===== src/rtl/vic_chain_pkg.sv =====
package vic_chain_pkg;
  localparam int VEC_W = 8;
  localparam int PTR_W = 2 * VEC_W;
  typedef logic [VEC_W-1:0] vec_t;

  // Table entries are two bytes wide, so the low bit never selects.
  function automatic vec_t align_vec(input vec_t v);
    return {v[VEC_W-1:1], 1'b0};
  endfunction
endpackage


===== src/rtl/vic_slot.sv =====
module vic_slot (
  input  logic clk,
  input  logic rst_n,
  input  logic req,
  input  logic ien,
  input  logic svc_in,
  input  logic ack_evt,
  input  logic reti_evt,
  output logic eo,
  output logic win,
  output logic irq,
  output logic in_svc
);
  logic pend_q;
  logic svc_q;

  // Eligible: reached by the chain, waiting, and not already being served.
  assign irq    = ien & pend_q & ~svc_q;
  assign win    = ack_evt & irq;
  // A waiting or busy slot cuts the chain for everything behind it.
  assign eo     = ien & ~pend_q & ~svc_q;
  assign in_svc = svc_q;

  always_ff @(posedge clk) begin
    if (!rst_n) begin
      pend_q <= 1'b0;
      svc_q  <= 1'b0;
    end else begin
      if (win)      pend_q <= 1'b0;
      else if (req) pend_q <= 1'b1;

      if (win)                            svc_q <= 1'b1;
      else if (reti_evt & svc_in & svc_q) svc_q <= 1'b0;
    end
  end
endmodule


===== src/rtl/vic_ack_detect.sv =====
module vic_ack_detect (
  input  logic clk,
  input  logic rst_n,
  input  logic opfetch_n,
  input  logic ioreq_n,
  output logic ack_lvl,
  output logic ack_evt
);
  logic ack_q;

  assign ack_lvl = ~opfetch_n & ~ioreq_n;
  assign ack_evt = ack_lvl & ~ack_q;

  always_ff @(posedge clk) begin
    if (!rst_n) ack_q <= 1'b0;
    else        ack_q <= ack_lvl;
  end
endmodule


===== src/rtl/vic_vec_sel.sv =====
module vic_vec_sel
  import vic_chain_pkg::*;
#(
  parameter int N = 4
) (
  input  logic [N-1:0]       win,
  input  logic [N*VEC_W-1:0] cfg,
  output logic               hit,
  output vec_t               vec
);
  vec_t raw;

  // win is one-hot at most, so an OR of the gated bytes selects.
  always_comb begin
    raw = '0;
    for (int i = 0; i < N; i++) begin
      if (win[i]) raw = raw | cfg[i*VEC_W +: VEC_W];
    end
  end

  assign hit = |win;
  assign vec = align_vec(raw);
endmodule


===== src/rtl/vic_chain.sv =====
module vic_chain
  import vic_chain_pkg::*;
#(
  parameter int N = 4
) (
  input  logic               clk,
  input  logic               rst_n,
  input  logic [N-1:0]       src_req,
  input  logic               opfetch_n,
  input  logic               ioreq_n,
  input  logic               reti_pulse,
  input  logic [N*VEC_W-1:0] slot_vec,
  input  logic [VEC_W-1:0]   page_hi,
  output logic               irq_n,
  output logic               vec_oe,
  output logic [VEC_W-1:0]   vec_out,
  output logic [PTR_W-1:0]   tbl_ptr,
  output logic               chain_eo
);
  logic         ack_lvl;
  logic         ack_evt;
  logic [N:0]   en_chain;
  logic [N-1:0] svc_chain;
  logic [N-1:0] win;
  logic [N-1:0] slot_irq;
  logic [N-1:0] in_svc;
  logic         hit;
  vec_t         sel_vec;
  vec_t         vec_q;
  logic         drive_q;

  vic_ack_detect u_ack (
    .clk       (clk),
    .rst_n     (rst_n),
    .opfetch_n (opfetch_n),
    .ioreq_n   (ioreq_n),
    .ack_lvl   (ack_lvl),
    .ack_evt   (ack_evt)
  );

  // Head of both chains is tied active.
  assign en_chain[0]  = 1'b1;
  assign svc_chain[0] = 1'b1;

  for (genvar i = 0; i < N; i++) begin : g_slot
    vic_slot u_slot (
      .clk      (clk),
      .rst_n    (rst_n),
      .req      (src_req[i]),
      .ien      (en_chain[i]),
      .svc_in   (svc_chain[i]),
      .ack_evt  (ack_evt),
      .reti_evt (reti_pulse),
      .eo       (en_chain[i+1]),
      .win      (win[i]),
      .irq      (slot_irq[i]),
      .in_svc   (in_svc[i])
    );
    // Return chain ignores pending state: only service blocks it.
    if (i < N-1) begin : g_svc
      assign svc_chain[i+1] = svc_chain[i] & ~in_svc[i];
    end
  end

  vic_vec_sel #(.N(N)) u_sel (
    .win (win),
    .cfg (slot_vec),
    .hit (hit),
    .vec (sel_vec)
  );

  always_ff @(posedge clk) begin
    if (!rst_n) begin
      drive_q <= 1'b0;
      vec_q   <= '0;
    end else begin
      if (!ack_lvl)           drive_q <= 1'b0;
      else if (ack_evt & hit) drive_q <= 1'b1;
      if (ack_evt & hit)      vec_q   <= sel_vec;
    end
  end

  assign irq_n    = ~|slot_irq;
  assign vec_oe   = drive_q;
  assign vec_out  = drive_q ? vec_q : '0;
  assign tbl_ptr  = {page_hi, vec_out};
  assign chain_eo = en_chain[N];
endmodule


===== config.mk =====
export PLATFORM = sky130hd
export DESIGN_NAME = vic_chain
export DESIGN_NICKNAME = d
export VERILOG_FILES = /design/src/rtl/vic_chain_pkg.sv /design/src/rtl/vic_slot.sv /design/src/rtl/vic_ack_detect.sv /design/src/rtl/vic_vec_sel.sv /design/src/rtl/vic_chain.sv
export SDC_FILE = /design/constraint.sdc
export NUM_CORES = 1
export LEC_CHECK = 0
export ABC_AREA = 1
export ABC_CLOCK_PERIOD_IN_PS = 1600
export BUFFER_PORTS_ARGS = -buffer_cell sky130_fd_sc_hd__buf_4
export CAP_MARGIN = 20
export CORE_MARGIN = 2
export CORE_UTILIZATION = 30
export CTS_BUF_LIST = sky130_fd_sc_hd__clkbuf_8 sky130_fd_sc_hd__clkbuf_16
export DETAILED_ROUTE_END_ITERATION = 16
export PLACE_DENSITY = 0.62
export SYNTH_ARGS = -nofsm -noshare
export SYNTH_HDL_FRONTEND = slang
export SYNTH_SLANG_ARGS = --single-unit

===== constraint.sdc =====
create_clock -name clk -period 1.6 [get_ports clk]
set_input_delay 0.16 -clock clk [delete_from_list [all_inputs] [get_ports clk]]
set_output_delay 0.16 -clock clk [all_outputs]
set_load 0.02 [all_outputs]

== After elaboration in Yosys (flattened, before gate mapping) ==
Cells that the tools add are included.
Widths: inputs -> output; s select.
Operators by class
  muxes and demuxes: 13
  bitwise logic cells: 45
  reduce and logical (&&, ||, !) cells: 12
Operators by type and width (count)
  $mux 8: 5
  $and 1x1->1: 30
  $or 8x8->8: 3
  $not 1->1: 12
  $mux 1: 8
  $reduce_bool 2->1: 4
  $reduce_or 2->1: 4
  $reduce_or 4->1: 2
  $reduce_and 2->1: 1
  $logic_not 1->1: 1
Word-level totals
  flip-flop bits (word level): 17
  bits of input ports: 49
  output and inout bits: 27
  logic and storage cells: 81

== Depth between registers and ports, before layout ==
Gate-level depths: netlist of run 1.
  word-level depth: 11
  depth in mapped cells: 10

== Modules after synthesis ==
Synthesis of run 1 repeated with hierarchy kept, for this count alone.
Second synthesis, totals
  cell total of the unflattened synthesis: 243
  area total of the unflattened synthesis: 1357.6 sq um
Modules (own cells, without submodules)
  vic_chain: times used 1, cells an instance 95, area each 589.3 sq um, seq. area each 180.2 sq um
  vic_slot: times used 4, cells an instance 17, area each 110.1 sq um, seq. area each 40.0 sq um
  vic_vec_sel: times used 1, cells an instance 72, area each 279.0 sq um, seq. area each 0.0 sq um
  vic_ack_detect: times used 1, cells an instance 8, area each 48.8 sq um, seq. area each 20.0 sq um

== Least setup slack after synthesis of run 1 ==
No wires, ideal clock.
  kind: register to output
  start: register g_slot[2].u_slot.pend_q
  end: output port chain_eo
  arrival: 1.263 ns
  data required time: 1.440 ns
  slack: 0.177 ns
  cell stages (with the launch flop): 3
  buffers on the path: 0
  path through: dfxtp_1 > or2_4 > nor4_1
On the way
  longest elaborated chain between the ends: 5
Ends and longest elaborated chain
  start: declaration: RTL line vic_slot.sv:14  | logic pend_q;
  start signal: assignment: RTL line vic_slot.sv:26  | pend_q <= 1'b0;
  start signal: assignment: RTL line vic_slot.sv:29  | if (win) pend_q <= 1'b0;
  start signal: assignment: RTL line vic_slot.sv:30  | else if (req) pend_q <= 1'b1;
  $not 1->1: RTL line vic_slot.sv:21  | assign eo = ien & ~pend_q & ~svc_q;
  $and 1x1->1 (4 in a row): RTL line vic_slot.sv:21
  end: declaration: RTL line vic_chain.sv:18  | output logic chain_eo
Every way passes these cells.

== Worst setup path in the final report of run 1 ==
  start: register g_slot[0].u_slot.pend_q
  end: output port irq_n
On the way
  longest elaborated chain between the ends: 10
  elaborated cells on any way between the ends: 15
  those cells by class: bitwise (13); reduce/logical (2)
Ends and longest elaborated chain
  start: declaration: RTL line vic_slot.sv:14
  start signal: assignment: RTL line vic_slot.sv:26
  start signal: assignment: RTL line vic_slot.sv:29
  start signal: assignment: RTL line vic_slot.sv:30
  $not 1->1: RTL line vic_slot.sv:21
  $and 1x1->1 (5 in a row): RTL line vic_slot.sv:21
  $and 1x1->1 (2 in a row): RTL line vic_slot.sv:18  | assign irq = ien & pend_q & ~svc_q;
  $reduce_or 4->1 *: RTL line vic_chain.sv:83  | assign irq_n = ~|slot_irq;
  $logic_not 1->1 *: RTL line vic_chain.sv:83
  end: declaration: RTL line vic_chain.sv:14  | output logic irq_n,
Every way passes the cells marked *; elsewhere a longest branch is shown, timed or not.

==> summary.md, run 1 <==
| Metric | Value |
|---|---|
| Outcome | `finished clean` |
| Number of distinct library cells after synthesis | `25` |
| CTS H-tree lvls | `1` |
| PD cells | `659 nW/um2` |
| FMAX | `653 MHz` |
| Reg2reg end | `vec_q[1]$_SDFFE_PN0P_` |
| Setup Buffers After CTS | `0` |
| CTS Sinks | `17` |
| Final Critical Period | `1.53 ns` |
| Maxcap violations | `0` |
| Leakage Power | `0.000911 uW` |
| Final WL | `3180 um` |
| Maximum VDD drop | `0.298 mV` |
| Final Net Count | `286` |
| WHS Endpoint | `g_slot[3].u_slot.pend_q$_SDFFE_PP0P_` |
| Clock slew at the register clock pins of the worst setup and hold paths | `0.07 ns` |
| Yosys warnings | `0` |
| Cell Area, Synth | `1310 um2` |
| Detail Placement HPWL | `2490 um` |
| Avg Cell Area, Syn | `6.66 um2` |
| Mapped Cells | `196` |
| Multiplexer share of the synthesized area | `0%` |
| Drt drc | `0` |
| Die Wd | `70.0 um` |
| Main combinational cell family by area after synthesis | `simple AND/OR/NAND/NOR gates` |
| Area growth syn-to-layout | `29.5%` |
| Worst EP required | `1.44 ns` |
| # IOs | `76` |
| Die H | `70.0 um` |
| Post-placement cell count | `282` |
| CTS root buffer | `clkbuf_8` |
| Drt pass-1 iters | `4` |
| Post-route ant nets | `0` |
| Num rows | `23` |
| Via count | `1266` |
| Clock latency on the worst-skew pair | `0.25 ns` |
| Core area | `4090 um2` |
| Starting density of the core | `31.9%` |
| R2R depth | `8` |
| Unrepaired setup endpoints after global routing | `false` |
| GP Congestion | `0.781` |
| WL per Instance | `11.1 um` |
| Reg2reg start | `g_slot[0].u_slot.pend_q$_SDFFE_PP0P_` |
| Flop2flop setup slack | `0.17 ns` |
| CTS buffer count | `3` |
| DP Area | `1640 um2` |
| Critical Path Start Type | `flop` |
| Clk_skew | `0.000597 ns` |
| Synth Area in Compound Gates | `5.27%` |
| N_diodes | `0` |
| Setup_tns | `0 ns` |
| Finished Layout Cells | `286` |
| Pin count of the biggest net entering global routing | `14` |
| Crit path max fanout | `9` |
| WP data arrival | `1.37 ns` |
| Vias in the first global route | `1138` |
| Area share of fa/ha/maj cells after synthesis | `0%` |
| Final Cycle Share | `95.7%` |
| WHS Path Cells | `2` |
| Register area share after synthesis | `26.1%` |
| Synth Area in Simple Gates | `47.6%` |
| TritonCTS clock tree | `built` |
| FF+latch count, synth | `17` |
| CP Class | `flop to output port` |
| Max clock buf depth | `2` |
| Worst setup EP type | `output port` |
| Initial DRC count | `30` |
| Setup violators final | `0` |
| Antenna violations before repair | `0` |
| Hold path startpoint | `src_req[3]` |
| Synth Area in XOR/XNOR | `0%` |
| Final hold violation count | `0` |
| IO Port Bufs | `53` |
| Post-Layout Inst Area | `1690 um2` |
| GRT Util Overall | `13.1%` |
| Hold buffer count at cts | `0` |
| Hold Path Class | `primary input to flop` |
| Die ar. | `4890 um2` |
| Quantity of gates resized following cts | `0` |
| Share of cells above drive strength 1 | `34.7%` |
| First-pass GRT wire length | `5240 um` |
| Vias per Instance | `4.43` |
| Final Max Slew Viols | `0` |
| Grt total ovfl | `0` |
stage by stage:
stage / utilization [%] / hold slack, ns / power (uW) / worst slack (ns)
2_1_floorplan: - / 0.298 / 708 / 0.177
3_3_place_gp: 40.2 / 0.320 / 798 / 0.193
3_5_place_dp: 40.2 / 0.320 / 799 / 0.178
4_1_cts: 41.4 / 0.122 / 1130 / 0.0539
5_1_grt: 41.4 / 0.124 / 1180 / 0.00267
6_report: 41.4 / 0.124 / 1110 / 0.0696
worst max-delay path by stage:
stage	to	cells after the start	startpoint
after floorplan	chain_eo	2	g_slot[2].u_slot.pend_q$_SDFFE_PP0P_
after global placement	vec_q[6]$_SDFFE_PN0P_	8	g_slot[0].u_slot.pend_q$_SDFFE_PP0P_
after detailed placement	vec_q[1]$_SDFFE_PN0P_	8	g_slot[0].u_slot.pend_q$_SDFFE_PP0P_
after CTS	irq_n	5	g_slot[0].u_slot.pend_q$_SDFFE_PP0P_
after global routing	irq_n	5	g_slot[0].u_slot.in_svc$_SDFFE_PN0P_
final	irq_n	5	g_slot[0].u_slot.pend_q$_SDFFE_PP0P_
synthesized netlist by cell type, drive strengths merged:
| cell type | instances | area share [%] |
|---|---|---|
| nand2 | 40 | 13 |
| inv | 33 | 9.5 |
| nor2 | 33 | 16 |
| nand3 | 24 | 11 |
| buf | 19 | 11 |
| dfxtp | 17 | 26 |
| nand4 | 14 | 6.7 |
| a21oi | 4 | 1.5 |
| o21ai | 4 | 1.5 |
| clkbuf | 2 | 0.58 |
| a211oi | 1 | 0.58 |
| a21boi | 1 | 0.86 |
| conb | 1 | 0.29 |
| nor4 | 1 | 0.48 |
| o211a | 1 | 0.77 |
| or2 | 1 | 0.67 |
metal layers:
layer,vias to the layer above,wire [um],GRT usage [%]
met5,-,0,0
met4,0,56,4.91
met3,9,193,2.60
met2,40,1360,20.0
met1,533,1570,18.2
li1,684,-,-
flip-flops by register name (all words and copies together), names as in the netlist:
signal                count
vec_oe                    1
vec_q                     7
g_slot.u_slot.in_svc      4
u_ack.ack_q               1
g_slot.u_slot.pend_q      4
critical path, cell delays in order (launching register included):
cell and delay [ns]:
dfxtp_1 0.34, nor2_2 0.19, nand2_4 0.12, nor2_8 0.18, a211oi_1 0.11, buf_4 0.17
logic make-up after synthesis:
| group | after synthesis |
|---|---|
| AND/OR/NAND/NOR | 113 |
| AO/OA/AOI/OAI | 11 |
| buffers and inverters | 54 |
| other | 1 |
| flip-flops | 17 |
final cells by class:
class | instances | area, um2
Clock buffer | 3 | 41.3
Clock inverter | 1 | 5.00
Fill cell | 467 | 2400
Inverter | 33 | 124
Multi-Input combinational cell | 126 | 697
Sequential cell | 17 | 340
Tap cell | 50 | 62.6
Timing Repair Buffer | 56 | 420
where the power goes:
| group | switching [uW] | total [uW] | leakage (uW) | internal, uW |
|---|---|---|---|---|
| sequential | 19.6 | 472 | 0.000140 | 452 |
| clock | 153 | 326 | 0.0000255 | 173 |
| combinational | 172 | 316 | 0.000746 | 143 |
cell usage in the layout (no fill, tap or decap), drive strengths merged:
master,count
nand3,24
clkbuf,3
nor2,33
a211oi,1
nor4,1
clkinv,1
nand4,14
conb,2
o211a,1
nand2,40
or2,1
a21oi,4
inv,33
buf,56
a21boi,1
dfxtp,17
o21ai,4
Note: power is estimated with default switching activity, not from simulation.
==> run 2: changes to the inputs <==
--- a/config.mk
+++ b/config.mk
@@ -5,7 +5,6 @@
 export SDC_FILE = /design/constraint.sdc
 export NUM_CORES = 1
 export LEC_CHECK = 0
-export ABC_AREA = 1
 export ABC_CLOCK_PERIOD_IN_PS = 1600
 export BUFFER_PORTS_ARGS = -buffer_cell sky130_fd_sc_hd__buf_4
 export CAP_MARGIN = 20
@@ -13,7 +12,7 @@
 export CORE_UTILIZATION = 30
 export CTS_BUF_LIST = sky130_fd_sc_hd__clkbuf_8 sky130_fd_sc_hd__clkbuf_16
 export DETAILED_ROUTE_END_ITERATION = 16
-export PLACE_DENSITY = 0.62
+export PLACE_DENSITY = 0.64
 export SYNTH_ARGS = -nofsm -noshare
 export SYNTH_HDL_FRONTEND = slang
 export SYNTH_SLANG_ARGS = --single-unit
==> summary.md, run 2 <==
| Metric | Value |
|---|---|
| CP Class | `flop to output port` |
| Worst setup startpoint | `g_slot[2].u_slot.in_svc$_SDFFE_PN0P_` |
| Via count | `1132` |
| IO Port Bufs | `53` |
| Final WL | `3030 um` |
| # IOs | `76` |
| Share of cells above drive strength 1 | `51.9%` |
| Die Wd | `64.4 um` |
| Drt drc | `0` |
| Worst EP required | `1.44 ns` |
| CP cell instances | `buf_6 -> nor2b_4 -> or4_4 -> buf_6 -> nand2_2 -> buf_6` |
| Reg2reg start | `u_ack.ack_q$_SDFF_PN0_` |
| Hold buffer count at cts | `0` |
| Hold_ws | `0.0949 ns` |
| CTS H-tree lvls | `1` |
| Number of distinct library cells after synthesis | `32` |
| CTS Sinks | `17` |
| Post-route ant nets | `0` |
| Ys async rst share | `0%` |
| Final Cycle Share | `106%` |
| CTS root buffer | `clkbuf_8` |
| Die H | `64.4 um` |
| Sw Share | `27.5%` |
| Vias per Instance | `4.94` |
| Mapped Cells | `127` |
| First-pass GRT wire length | `4880 um` |
| Violated checks | `negative setup slack` |
| WP data arrival | `1.53 ns` |
| Clock power frac | `29.4%` |
| Largest delay share family, worst path | `simple AND/OR/NAND/NOR gates` |
| Top FF cell, synth | `dfxtp_1` |
| Core area | `3420 um2` |
| Detail Placement HPWL | `2460 um` |
| Area leader, netlist | `dfxtp_1` |
| FMAX | `591 MHz` |
| Leakage Power | `0.000762 uW` |
| CTS buffer count | `3` |
| Drt pass-1 iters | `4` |
| PD cells | `662 nW/um2` |
| WL per Instance | `13.2 um` |
| Final Max Slew Viols | `0` |
| Register share of total power | `42.3%` |
| Setup ws final | `-0.0919 ns` |
| Antenna violations before repair | `0` |
| Final Critical Period | `1.69 ns` |
| GP Congestion | `0.839` |
| Setup violators final | `8` |
| Grt total ovfl | `0` |
| Crit-path max cell delay | `0.49 ns` |
| Fill count | `359` |
| Hold path startpoint | `opfetch_n` |
| Final hold violation count | `0` |
| Num rows | `21` |
| Max clock buf depth | `2` |
| Hold Path Class | `primary input to flop` |
| Yosys warnings | `0` |
| Worst setup EP type | `output port` |
| Max reg flops | `7` |
| Top post-synthesis cells by count | `17 x buf_4, 17 x dfxtp_1, 9 x nor2_1` |
| Maximum VDD drop | `0.367 mV` |
| Final Net Count | `233` |
| Crit path max fanout | `4` |
| Critical Path Start Type | `flop` |
| Most common cell after layout, fill and taps aside | `buf_4` |
| Initial DRC count | `40` |
| Clock latency on the worst-skew pair | `0.25 ns` |
| Die ar. | `4150 um2` |
| Starting density of the core | `32.1%` |
| Cell internal pwr | `795 uW` |
| Register area share after synthesis | `31.1%` |
| Pin count of the biggest net entering global routing | `13` |
| Outcome | `finished, violations left` |
| Maxcap violations | `0` |
| Unrepaired setup endpoints after global routing | `true` |
| Clk_skew | `0.00413 ns` |
| FF+latch count, synth | `17` |
| Area growth syn-to-layout | `51.4%` |
| Vias in the first global route | `1103` |
| Avg Cell Area, Syn | `8.62 um2` |
| GRT Util Overall | `14.6%` |
| Post-synth EDFFs | `0` |
| Reg with most FFs | `vec_q` |
| Switch Pwr | `302 uW` |
| Most frequent cells in the layout | `71 x buf_4, 15 x dfxtp_1, 9 x nor2_1, 8 x and2_1, 7 x nor2b_1` |
| Critical path's slowest cell | `or4_4` |
| Clock slew at the register clock pins of the worst setup and hold paths | `0.07 ns` |
| Comb power frac | `28.3%` |
| TritonCTS clock tree | `built` |
| Synth top area cells | `dfxtp_1 31%, buf_4 12%, o221a_1 6.2%` |
| Share of the synthesized area in the top cell type | `31.1%` |
| Dpl ws | `-0.124 ns` |
| Most frequent CP cell | `buf_6` |
| Cell Area, Synth | `1090 um2` |
| CP bufs+invs | `3` |
| N_diodes | `0` |
## run 2: power by group through the flow
stage | Combinational (uW) | Sequential (uW) | Clock, uW
2_1_floorplan | 186 | 472 | 0
3_3_place_gp | 279 | 473 | 0
3_5_place_dp | 284 | 474 | 0
4_1_cts | 307 | 465 | 328
5_1_grt | 334 | 467 | 355
6_report | 310 | 464 | 323
## run 2: worst register-to-register path: cells and delay by family (launching register included)
family / cells / cell delay, ns
compound gates: 2 / 0.31
buf+inv: 1 / 0.18
simple gates: 2 / 0.81
flops: 1 / 0.30
## run 2: through the flow
stage	setup TNS [ns]	power [uW]	instances	utilization (%)	cell area [um2]
global placement	-0.634	751	221	45.1	1540
finish	-0.337	1100	229	48.5	1660
detailed placement	-0.811	758	221	45.1	1540
floorplan	-0.449	658	128	-	1130
CTS	-0.359	1100	227	47.9	1640
global route	-0.646	1160	229	48.5	1660
## run 2: path summary, 6_finish.rpt
check / endpoint / slack, ns / depth (start not counted)
max: irq_n / -0.09 / 6
min: u_ack.ack_q$_SDFF_PN0_ / 0.09 / 2
max reg2reg: vec_q[2]$_SDFFE_PN0P_ / -0.05 / 5
min reg2reg: g_slot[1].u_slot.in_svc$_SDFFE_PN0P_ / 0.52 / 2
## run 2: layout make-up
type | instances | area (um2) | share of cell area [%]
tap | 46 | 57.6 | 3.47
sequential | 17 | 345 | 20.8
timing repair buffer | 75 | 578 | 34.9
multi-input combinational | 83 | 617 | 37.2
clock inverter | 1 | 3.75 | 0.226
inverter | 4 | 15.0 | 0.906
clock buffer | 3 | 41.3 | 2.49
## run 2: per-layer routing
layer	part of all wire [%]	track usage (%)	vias up
met5	0	0	-
met4	0.30	3.19	0
met3	9.1	3.47	2
li1	-	-	557
met2	49	27.3	47
met1	41	16.8	526
## run 2: cells by family (layout without fill, tap and decap cells)
family,Yosys count,after routing,share of synthesized area (%)
other,1,2,0.343
and+or+nand+nor,41,41,23.8
buffers and inverters,28,83,15.8
DFF,17,17,31.1
AOI/OAI and AO/OA,40,40,29.0
## run 2: timing repair
action,4_1_cts,5_1_grt
cloned,0,0
endpoints found under the setup margin,9,10
setup buffers,2,2
pin swaps,5,1
resized for setup,9,2
==> run 3: changes to the inputs <==
--- a/config.mk
+++ b/config.mk
@@ -8,11 +8,13 @@
 export ABC_CLOCK_PERIOD_IN_PS = 1600
 export BUFFER_PORTS_ARGS = -buffer_cell sky130_fd_sc_hd__buf_4
 export CAP_MARGIN = 20
+export CELL_PAD_IN_SITES_DETAIL_PLACEMENT = 0
+export CELL_PAD_IN_SITES_GLOBAL_PLACEMENT = 1
 export CORE_MARGIN = 2
-export CORE_UTILIZATION = 30
+export CORE_UTILIZATION = 28
 export CTS_BUF_LIST = sky130_fd_sc_hd__clkbuf_8 sky130_fd_sc_hd__clkbuf_16
 export DETAILED_ROUTE_END_ITERATION = 16
-export PLACE_DENSITY = 0.64
+export PLACE_DENSITY = 0.83
 export SYNTH_ARGS = -nofsm -noshare
 export SYNTH_HDL_FRONTEND = slang
 export SYNTH_SLANG_ARGS = --single-unit
==> summary.md, run 3 (same netlist as run 2, synthesis figures left out) <==
| Metric | Value |
|---|---|
| WHS Path Cells | `2` |
| Drt pass-1 iters | `4` |
| Critical path's slowest cell | `or4_4` |
| FMAX | `604 MHz` |
| Final Max Slew Viols | `0` |
| Core area | `3720 um2` |
| Reg with most FFs | `vec_q` |
| Clk_skew | `0.00227 ns` |
| Most frequent CP cell | `buf_6` |
| Critical Path Start Type | `flop` |
| GP Congestion | `0.798` |
| Switch Pwr | `302 uW` |
| Sw Share | `27.3%` |
| Final hold violation count | `0` |
| Grt total ovfl | `0` |
| Hold_ws | `0.0834 ns` |
| Drt drc | `0` |
| Antenna violations before repair | `0` |
| Clock latency on the worst-skew pair | `0.25 ns` |
| Final Net Count | `233` |
| Finished Core Util | `45.3%` |
| CP bufs+invs | `2` |
| Die ar. | `4430 um2` |
| Unrepaired setup endpoints after global routing | `true` |
| GRT Util Overall | `14.1%` |
| Worst setup EP type | `output port` |
| Detail Placement HPWL | `2350 um` |
| Most frequent cells in the layout | `68 x buf_4, 15 x dfxtp_1, 9 x nor2_1, 7 x and2_1, 7 x nor2b_1` |
| Clock power frac | `29.2%` |
| IO Port Bufs | `53` |
| Clock slew at the register clock pins of the worst setup and hold paths | `0.07 ns` |
| Setup violators final | `8` |
| Starting density of the core | `29.5%` |
| Most common cell after layout, fill and taps aside | `buf_4` |
| N_diodes | `0` |
| Maximum VDD drop | `0.253 mV` |
| Vias per Instance | `4.74` |
| PnR Total Power | `1110 uW` |
| Share of cells above drive strength 1 | `52.5%` |
| CTS H-tree lvls | `1` |
| TritonCTS clock tree | `built` |
| Final WL | `2930 um` |
| Initial DRC count | `42` |
| Final Cycle Share | `103%` |
| Vias in the first global route | `1101` |
| Die H | `66.5 um` |
| Maxcap violations | `0` |
| Max clock buf depth | `2` |
| Die Wd | `66.5 um` |
| Num rows | `22` |
| Finished Layout Cells | `231` |
| Comb power frac | `28.8%` |
| Setup ws final | `-0.0545 ns` |
| CTS buffer count | `3` |
| Area growth syn-to-layout | `53.8%` |
| Register share of total power | `42.0%` |
| R2R depth | `6` |
| PD cells | `658 nW/um2` |
| Via count | `1095` |
| Crit path max fanout | `2` |
| Max reg flops | `7` |
| CTS root buffer | `clkbuf_8` |
| First-pass GRT wire length | `4770 um` |
| Post-route ant nets | `0` |
| Hold Path Class | `primary input to flop` |
| Largest delay share family, worst path | `simple AND/OR/NAND/NOR gates` |
| CTS Sinks | `17` |
| Setup_tns | `-0.190 ns` |
| WP data arrival | `1.49 ns` |
| Final Critical Period | `1.65 ns` |
| Hold buffer count at cts | `0` |
| CP cell instances | `nor3b_1 -> or4_4 -> buf_6 -> nand2_2 -> buf_6` |
| # IOs | `76` |
| CP Class | `flop to output port` |
| Post-placement cell count | `224` |
| Cell internal pwr | `806 uW` |
| Worst EP required | `1.44 ns` |
| Violated checks | `negative setup slack` |
| Stages on worst setup path | `5` |
| WL per Instance | `12.7 um` |
| Leakage Power | `0.000768 uW` |
| Crit-path max cell delay | `0.49 ns` |
| Outcome | `finished, violations left` |
| Pin count of the biggest net entering global routing | `12` |
## run 3: power by group through the flow
stage	combinational, uW	clock, uW	sequential [uW]
after CTS	319	332	465
after global placement	281	0	473
final	319	323	465
after detailed placement	285	0	474
after floorplan	186	0	472
after global routing	349	357	468
## run 3: final timing paths
kind | slack, ns | start | to
worst max-delay path | -0.05 | g_slot[3].u_slot.pend_q$_SDFFE_PP0P_ | irq_n
worst min-delay path | 0.08 | opfetch_n | u_ack.ack_q$_SDFF_PN0_
worst max register to register | -0.03 | u_ack.ack_q$_SDFF_PN0_ | vec_q[2]$_SDFFE_PN0P_
worst min register to register | 0.52 | g_slot[1].u_slot.in_svc$_SDFFE_PN0P_ | g_slot[1].u_slot.in_svc$_SDFFE_PN0P_
## run 3: metal layers
metal	vias to the layer above	track usage [%]	routed length, um
li1	556	-	-
met1	494	15.5	1170
met2	43	26.6	1490
met3	2	2.36	251
met4	0	5.36	23
met5	-	0	0
## run 3: layout make-up
class	instances	area (um2)
clock buffer	3	41.3
multi-input combinational	83	622
sequential	17	343
timing repair buffer	75	598
tap	48	60.1
fill	374	2030
clock inverter	1	5.00
inverter	4	15.0
## run 3: through the flow
stage | setup WS, ns | cell area [um2]
floorplan | -0.0659 | 1130
global placement | -0.121 | 1550
detailed placement | -0.127 | 1550
CTS | -0.0404 | 1680
global route | -0.113 | 1680
finish | -0.0545 | 1680
## run 3: timing repair
| action | in CTS | in global routing |
|---|---|---|
| pin swaps | 13 | 1 |
| gates resized for setup | 11 | 2 |
| endpoints found under the hold margin | 0 | 0 |
| buffers inserted | 3 | 0 |
| setup endpoints to repair | 9 | 10 |
